[config.mk]
export PLATFORM = sky130hd
export DESIGN_NAME = spi_flag_port
export DESIGN_NICKNAME = d
export VERILOG_FILES = /design/src/rtl/spi_flag_pkg.sv /design/src/rtl/spi_flag_ctrl.sv /design/src/rtl/spi_flag_datapath.sv /design/src/rtl/spi_flag_port.sv
export SDC_FILE = /design/constraint.sdc
export NUM_CORES = 1
export LEC_CHECK = 0
export BUFFER_PORTS_ARGS = -buffer_cell sky130_fd_sc_hd__buf_2
export CORE_ASPECT_RATIO = 2
export CORE_UTILIZATION = 45
export CTS_BUF_LIST = sky130_fd_sc_hd__clkbuf_8
export CTS_CLUSTER_DIAMETER = 50
export CTS_CLUSTER_SIZE = 10
export DETAILED_ROUTE_END_ITERATION = 8
export PLACE_DENSITY = 0.66
export SETUP_SLACK_MARGIN = 0.2
export SLEW_MARGIN = 0
export SYNTH_ARGS = -nofsm -noshare
export SYNTH_HDL_FRONTEND = slang
export SYNTH_SLANG_ARGS = --single-unit
[constraint.sdc]
create_clock -name clk -period 4.3 [get_ports clk]
set_input_delay 0.86 -clock clk [delete_from_list [all_inputs] [get_ports clk]]
set_output_delay 0.86 -clock clk [all_outputs]
set_load 0.02 [all_outputs]
[src/rtl/spi_flag_pkg.sv]
package spi_flag_pkg;
  // control field layout: the status read returns this field in its low bits
  localparam int CTRL_EN_BIT  = 0;
  localparam int CTRL_MST_BIT = 1;
  localparam int CTRL_DIV_LSB = 2;

  // strobes from control to datapath
  typedef struct packed {
    logic busy;      // a byte is in progress
    logic sample;    // rising serial clock: capture the input bit
    logic shiftOut;  // falling serial clock: present the next output bit
    logic done;      // last bit of the byte is being sampled
  } spi_strobe_t;
endpackage

[src/rtl/spi_flag_ctrl.sv]
module spi_flag_ctrl
  import spi_flag_pkg::*;
#(
  parameter int DATA_W      = 8,
  parameter int DIV_W       = 2,
  parameter int SYNC_STAGES = 2,
  localparam int CTRL_W     = 2 + DIV_W
) (
  input  logic              clk,
  input  logic              rstN,
  input  logic              regSel,
  input  logic              regWr,
  input  logic              regRd,
  input  logic [CTRL_W-1:0] ctrlWrData,
  input  logic              sckIn,
  input  logic              ssN,
  output logic [CTRL_W-1:0] ctrlQ,
  output logic              spif,
  output logic              wcol,
  output logic              sckOut,
  output logic              slaveActive,
  output spi_strobe_t       stb
);
  localparam int CNT_W  = $clog2(DATA_W);
  localparam int HALF_W = (1 << DIV_W) - 1;

  logic              ctrlWr, dataWr, statRd, dataRd;
  logic              enable, master;
  logic [DIV_W-1:0]  divSel;
  logic [SYNC_STAGES-1:0] sckSync, ssSync;
  logic              sckPrev, sckS, ssS;
  logic              running, sckQ, halfLast, start, mRise, mFall;
  logic [HALF_W-1:0] halfCnt;
  logic [HALF_W:0]   halfLen;
  logic [CNT_W-1:0]  bitCnt;
  logic              armed, armSpif, busy, sample, shiftOut, done;

  assign ctrlWr = regWr && !regSel;
  assign dataWr = regWr && regSel;
  assign statRd = regRd && !regSel;
  assign dataRd = regRd && regSel;

  assign enable = ctrlQ[CTRL_EN_BIT];
  assign master = ctrlQ[CTRL_MST_BIT];
  assign divSel = ctrlQ[CTRL_DIV_LSB +: DIV_W];

  always_ff @(posedge clk or negedge rstN) begin
    if (!rstN) ctrlQ <= '0;
    else if (ctrlWr) ctrlQ <= ctrlWrData;
  end

  // slave input synchronisers
  always_ff @(posedge clk or negedge rstN) begin
    if (!rstN) begin
      sckSync <= '0;
      ssSync  <= '1;
      sckPrev <= 1'b0;
    end else begin
      sckSync <= {sckSync[SYNC_STAGES-2:0], sckIn};
      ssSync  <= {ssSync[SYNC_STAGES-2:0], ssN};
      sckPrev <= sckS;
    end
  end
  assign sckS        = sckSync[SYNC_STAGES-1];
  assign ssS         = ssSync[SYNC_STAGES-1];
  assign slaveActive = enable && !master && !ssS;

  // master clock generation
  assign halfLen  = (HALF_W + 1)'(1) << divSel;
  assign halfLast = ({1'b0, halfCnt} == halfLen - 1'b1);
  assign busy     = running || (slaveActive && bitCnt != '0);
  assign start    = dataWr && !busy && enable && master;
  assign mRise    = running && halfLast && !sckQ;
  assign mFall    = running && halfLast && sckQ;

  always_ff @(posedge clk or negedge rstN) begin
    if (!rstN) begin
      running <= 1'b0;
      sckQ    <= 1'b0;
      halfCnt <= '0;
    end else if (start) begin
      running <= 1'b1;
      sckQ    <= 1'b0;
      halfCnt <= '0;
    end else if (running) begin
      halfCnt <= halfLast ? '0 : halfCnt + 1'b1;
      if (halfLast) sckQ <= !sckQ;
      // a falling edge with the bit counter wrapped ends the byte
      if (mFall && bitCnt == '0) running <= 1'b0;
    end
  end
  assign sckOut = sckQ;

  assign sample   = mRise || (slaveActive && sckS && !sckPrev);
  assign shiftOut = mFall || (slaveActive && !sckS && sckPrev);
  assign done     = sample && (bitCnt == CNT_W'(DATA_W - 1));

  always_ff @(posedge clk or negedge rstN) begin
    if (!rstN) bitCnt <= '0;
    else if (start || (!master && !slaveActive)) bitCnt <= '0;
    else if (sample) bitCnt <= done ? '0 : bitCnt + 1'b1;
  end

  // flag sequencing: status read arms, data read clears
  always_ff @(posedge clk or negedge rstN) begin
    if (!rstN) begin
      armed   <= 1'b0;
      armSpif <= 1'b0;
      spif    <= 1'b0;
      wcol    <= 1'b0;
    end else begin
      if (statRd) begin
        armed   <= 1'b1;
        armSpif <= spif;
      end else if (dataRd) begin
        armed   <= 1'b0;
      end
      if (done) spif <= 1'b1;
      else if (dataRd && armed && armSpif) spif <= 1'b0;
      if (dataWr && busy) wcol <= 1'b1;
      else if (dataRd && armed) wcol <= 1'b0;
    end
  end

  assign stb = '{busy: busy, sample: sample, shiftOut: shiftOut, done: done};
endmodule

[src/rtl/spi_flag_datapath.sv]
module spi_flag_datapath
  import spi_flag_pkg::*;
#(
  parameter int DATA_W = 8,
  parameter int CTRL_W = 4
) (
  input  logic              clk,
  input  logic              rstN,
  input  spi_strobe_t       stb,
  input  logic              regSel,
  input  logic              regWr,
  input  logic [DATA_W-1:0] wrData,
  input  logic              master,
  input  logic              misoIn,
  input  logic              mosiIn,
  input  logic [CTRL_W-1:0] ctrlQ,
  input  logic              spif,
  input  logic              wcol,
  output logic [DATA_W-1:0] rdData,
  output logic              dataOut
);
  localparam int PAD_W = DATA_W - 2 - CTRL_W;

  logic [DATA_W-1:0] shiftReg, rxBuf, nextShift;
  logic              outBit, inBit, load;

  assign load      = regWr && regSel && !stb.busy;
  assign inBit     = master ? misoIn : mosiIn;
  assign nextShift = {shiftReg[DATA_W-2:0], inBit};

  always_ff @(posedge clk or negedge rstN) begin
    if (!rstN) begin
      shiftReg <= '0;
      rxBuf    <= '0;
      outBit   <= 1'b0;
    end else begin
      if (stb.sample) begin
        shiftReg <= nextShift;
        if (stb.done) rxBuf <= nextShift;
      end else if (load) begin
        shiftReg <= wrData;
        outBit   <= wrData[DATA_W-1];
      end
      // after the last bit the register holds the received byte,
      // which is what an unloaded slave sends next
      if (stb.shiftOut) outBit <= shiftReg[DATA_W-1];
    end
  end

  assign dataOut = outBit;
  assign rdData  = regSel ? rxBuf : {spif, wcol, {PAD_W{1'b0}}, ctrlQ};
endmodule

[src/rtl/spi_flag_port.sv]
module spi_flag_port
  import spi_flag_pkg::*;
#(
  parameter int DATA_W      = 8,
  parameter int DIV_W       = 2,
  parameter int SYNC_STAGES = 2
) (
  input  logic              clk,
  input  logic              rstN,
  input  logic              regSel,
  input  logic              regWr,
  input  logic              regRd,
  input  logic [DATA_W-1:0] wrData,
  output logic [DATA_W-1:0] rdData,
  output logic              irq,
  output logic              sckOut,
  output logic              mosiOut,
  input  logic              misoIn,
  input  logic              sckIn,
  input  logic              mosiIn,
  input  logic              ssN,
  output logic              misoOut,
  output logic              misoOe
);
  localparam int CTRL_W = 2 + DIV_W;

  spi_strobe_t       stb;
  logic [CTRL_W-1:0] ctrlQ;
  logic              spif, wcol, dataOut, slaveActive;

  spi_flag_ctrl #(.DATA_W(DATA_W), .DIV_W(DIV_W), .SYNC_STAGES(SYNC_STAGES)) i_ctrl (
    .clk(clk), .rstN(rstN), .regSel(regSel), .regWr(regWr), .regRd(regRd),
    .ctrlWrData(wrData[CTRL_W-1:0]), .sckIn(sckIn), .ssN(ssN),
    .ctrlQ(ctrlQ), .spif(spif), .wcol(wcol), .sckOut(sckOut),
    .slaveActive(slaveActive), .stb(stb)
  );

  spi_flag_datapath #(.DATA_W(DATA_W), .CTRL_W(CTRL_W)) i_datapath (
    .clk(clk), .rstN(rstN), .stb(stb), .regSel(regSel), .regWr(regWr),
    .wrData(wrData), .master(ctrlQ[CTRL_MST_BIT]), .misoIn(misoIn),
    .mosiIn(mosiIn), .ctrlQ(ctrlQ), .spif(spif), .wcol(wcol),
    .rdData(rdData), .dataOut(dataOut)
  );

  assign irq     = spif;
  assign mosiOut = ctrlQ[CTRL_MST_BIT] ? dataOut : 1'b0;
  assign misoOut = dataOut;
  assign misoOe  = slaveActive;
endmodule

==> results.md <==
- Crit path kind: input port to primary output
- Yosys cell types: 41
- Overall Power: 1.101 mW
- Area leader, netlist: dfrtp_1
- # rows: 33
- GRT Total Usage: 0.1999
- Postcts setup bufs: 0
- Detailed Place HPWL: roughly 3 mm
- Initial antenna violation count: 0
- # setup viols final: 0
- Mapped Area: 1896 sq um
- R2R Path Start: i_ctrl.ctrlQ[3]$_DFFE_PN0P_
- Setup TNS Final: 0 ns
- # hold bufs at CTS: 0
- Die Area: approximately 4500 sq um
- Crit path required time: around 3.4 ns
- Post-CTS resize count: 0
- PD cells: roughly 510 nW/um^2
- Adder-Cell Fraction of Synth Area: 0.02640
- Top_reg_cell synth: dfrtp_1
- Layout cells sized above 1: 0.3265
- Ranking of synthesized cells by area: dfrtp_1 (48%), mux2_2 (7.1%), mux2_4 (6.3%)
- Layout Skew: 0.005366 ns
- Area after DPL: around 2100 sq um
- CTS sink count: 38
- Asr flop ratio synth: 1.000
- Yosys top cell area share: 0.4752
- IR drop worst, VDD: 328.7 uV
- DR pass1 iterations: 4
- Yosys Warn Count: 0
- Initial Util: 0.4685
- Chip height: between 90 and 100 um
- Initial DRC Count: 21
- Worst reg-to-reg setup slack: around 2.0 ns
- Largest family of logic cells by synthesized area: multiplexers
- Root buffer cell: clkbuf_8
- Net Count, Synth: 184
- Actual slew at the worst max-slew pin: roughly 0.84 ns
- NumNets Final: around 220
- CP Max Fanout: 13
- DRC Markers: 0
- Mux share of post-synthesis cell area: 0.1888
- Critical path startpoint category: input port
- CTS tree: built
- Syn Inst Count: 163
- Number of max-cap violations: 0
- Largest net degree at the start of global routing: 39
- Leak pwr: between 1 and 1.5 nW
- RR Endpoint: i_datapath.rxBuf[4]$_DFFE_PN0P_
- Level count of the clock H-tree: 2
- I/O pins: 30
- EDFF count, synth: 0
- Gpl congestion: between 0.7 and 0.8
- Slew headroom: 0.4411
- Final Util: 0.5383
- Fin. Hold Viols: 0
- Worst skew pair latency: 0.28 ns
- Final Cycle Share: 0.5730
- Bufs on Longest Clock Path: 2
- Post-Layout Inst Area: 2178 sq um
- Synth Area in XOR/XNOR: 0
- DRT antenna net count: 0
- Post-route minimum period: approximately 2.5 ns
- Status: finished clean
- Die X: approximately 48 um
- Num CTS Buffers: 5
- Critical Path Start: regSel
- Setup ws final: ~1.8 ns
- CP endpoint kind: primary output
- Avg Cell Area, Syn: between 10 and 15 sq um
- Pins over their slew limit: 0
- RSZ-0062 raised after global routing: no
- Vias in the first global route: approximately 1400
- FMAX: roughly 410 MHz
- Critical path arrival: around 1.6 ns
- Clk slew on worst S/H paths: 0.07 ns
- Global-route wire length before repair: around 6.3 mm
- Final wirelength: between 3 and 4 mm
- Worst R2R Path Depth: 5
- Area grow syn2layout: 14.92%
- End of the critical path: rdData[1]
- Grt total ovfl: 0
- Area of the core: around 4000 sq um
- Simple logic cell fraction of the synthesized area: 0.1182
- Port-buffer cells: 29
- Hold Crit Class: register to register
- Place WS: about 1.8 ns
- Post-synthesis sequential area ratio: 0.5030
- # diodes: 0
- Routed len/inst: 15.96 um
- Average vias per placed instance: roughly 5.5
- Vias: around 1400
- Post-synthesis compound-gate area fraction: 0.1419
- Synth Register Bits: 38
-- cell families after synthesis --
logic type      Yosys count
mux                      29
fa+ha+maj                 4
compound gates           42
flops                    38
buf+inv                  10
simple gates             40
-- stage by stage --
stage          cells  hold slack (ns)
6_report         248           0.3514
5_1_grt          248           0.3572
4_1_cts          248           0.3557
3_5_place_dp     240           0.3381
3_3_place_gp     240           0.3351
2_1_floorplan    163           0.3312
-- cell usage after synthesis, types with 2 or more instances --
cell type   n
mux2_2     12
nor3_1      2
mux2i_1     8
a31oi_1     3
dfstp_2     2
nand3_1     7
a21boi_1    2
dfrtp_1    36
inv_1       6
and2_1      3
nor2b_1     4
nor2_1      3
o21ai_1     8
buf_1       2
nand3b_1    2
mux2_4      8
o211ai_1    2
nand2b_1    3
ha_1        4
a21oi_1     8
nand2_1     8
o21ai_0    11
-- power breakdown --
part	switching, mW	leakage [nW]	internal (mW)
clock	0.121	0.0524	0.127
sequential	0.0870	0.473	0.446
combinational	0.176	0.514	0.145
total	0.384	1.04	0.718
-- sequential cells by signal (all words and copies together), names as in the netlist --
register	cells
i_ctrl.ssSync	2
i_ctrl.halfCnt	3
i_ctrl.wcol	1
i_ctrl.armSpif	1
i_ctrl.sckPrev	1
i_datapath.rxBuf	8
i_ctrl.sckSync	2
i_ctrl.spif	1
i_datapath.shiftReg	8
i_ctrl.bitCnt	3
i_ctrl.sckOut	1
i_ctrl.ctrlQ	4
i_datapath.dataOut	1
i_ctrl.armed	1
i_ctrl.running	1
-- layout by cell type, fill, tap and decap left out, types with 8 or more instances in the layout --
master,instances
mux2_4,8
buf_2,29
o21ai_1,8
nand2_1,8
o21ai_0,11
dfrtp_1,36
mux2i_1,8
a21oi_1,8
mux2_2,12
-- worst min-delay path by stage --
stage | start | to | slack, ns | cells past startpoint
finish | i_ctrl.sckSync[0]$_DFF_PN0_ | i_ctrl.sckSync[1]$_DFF_PN0_ | 0.35 | 0
CTS | i_ctrl.sckSync[0]$_DFF_PN0_ | i_ctrl.sckSync[1]$_DFF_PN0_ | 0.36 | 0
global route | i_ctrl.sckSync[0]$_DFF_PN0_ | i_ctrl.sckSync[1]$_DFF_PN0_ | 0.36 | 0
floorplan | i_ctrl.sckSync[0]$_DFF_PN0_ | i_ctrl.sckSync[1]$_DFF_PN0_ | 0.33 | 0
detailed placement | i_ctrl.sckSync[0]$_DFF_PN0_ | i_ctrl.sckSync[1]$_DFF_PN0_ | 0.34 | 0
global placement | i_ctrl.sckSync[0]$_DFF_PN0_ | i_ctrl.sckSync[1]$_DFF_PN0_ | 0.34 | 0
-- layout make-up --
| cell class | instances | area (sq um) |
|---|---|---|
| Clock inverter | 2 | 8.758 |
| Sequential cell | 38 | 953.4 |
| Multi-Input combinational cell | 115 | 900.9 |
| Inverter | 6 | 22.52 |
| Timing Repair Buffer | 29 | 145.1 |
| Clock buffer | 6 | 82.58 |
| Tap cell | 52 | 65.06 |
| Fill cell | 408 | 1868 |
-- metal layers --
layer,up-vias,wire length (um),global-route usage
li1,651,-,-
met1,687,1537,0.2301
met2,31,2227,0.3333
met3,7,107,0.03654
met4,0,88,0.09722
met5,-,0,0
-- worst max-delay path, stage by stage --
cell and delay (ns):
buf_2 0.23, mux2_2 0.36, buf_2 0.16
Power figures use the tool's default switching activity.
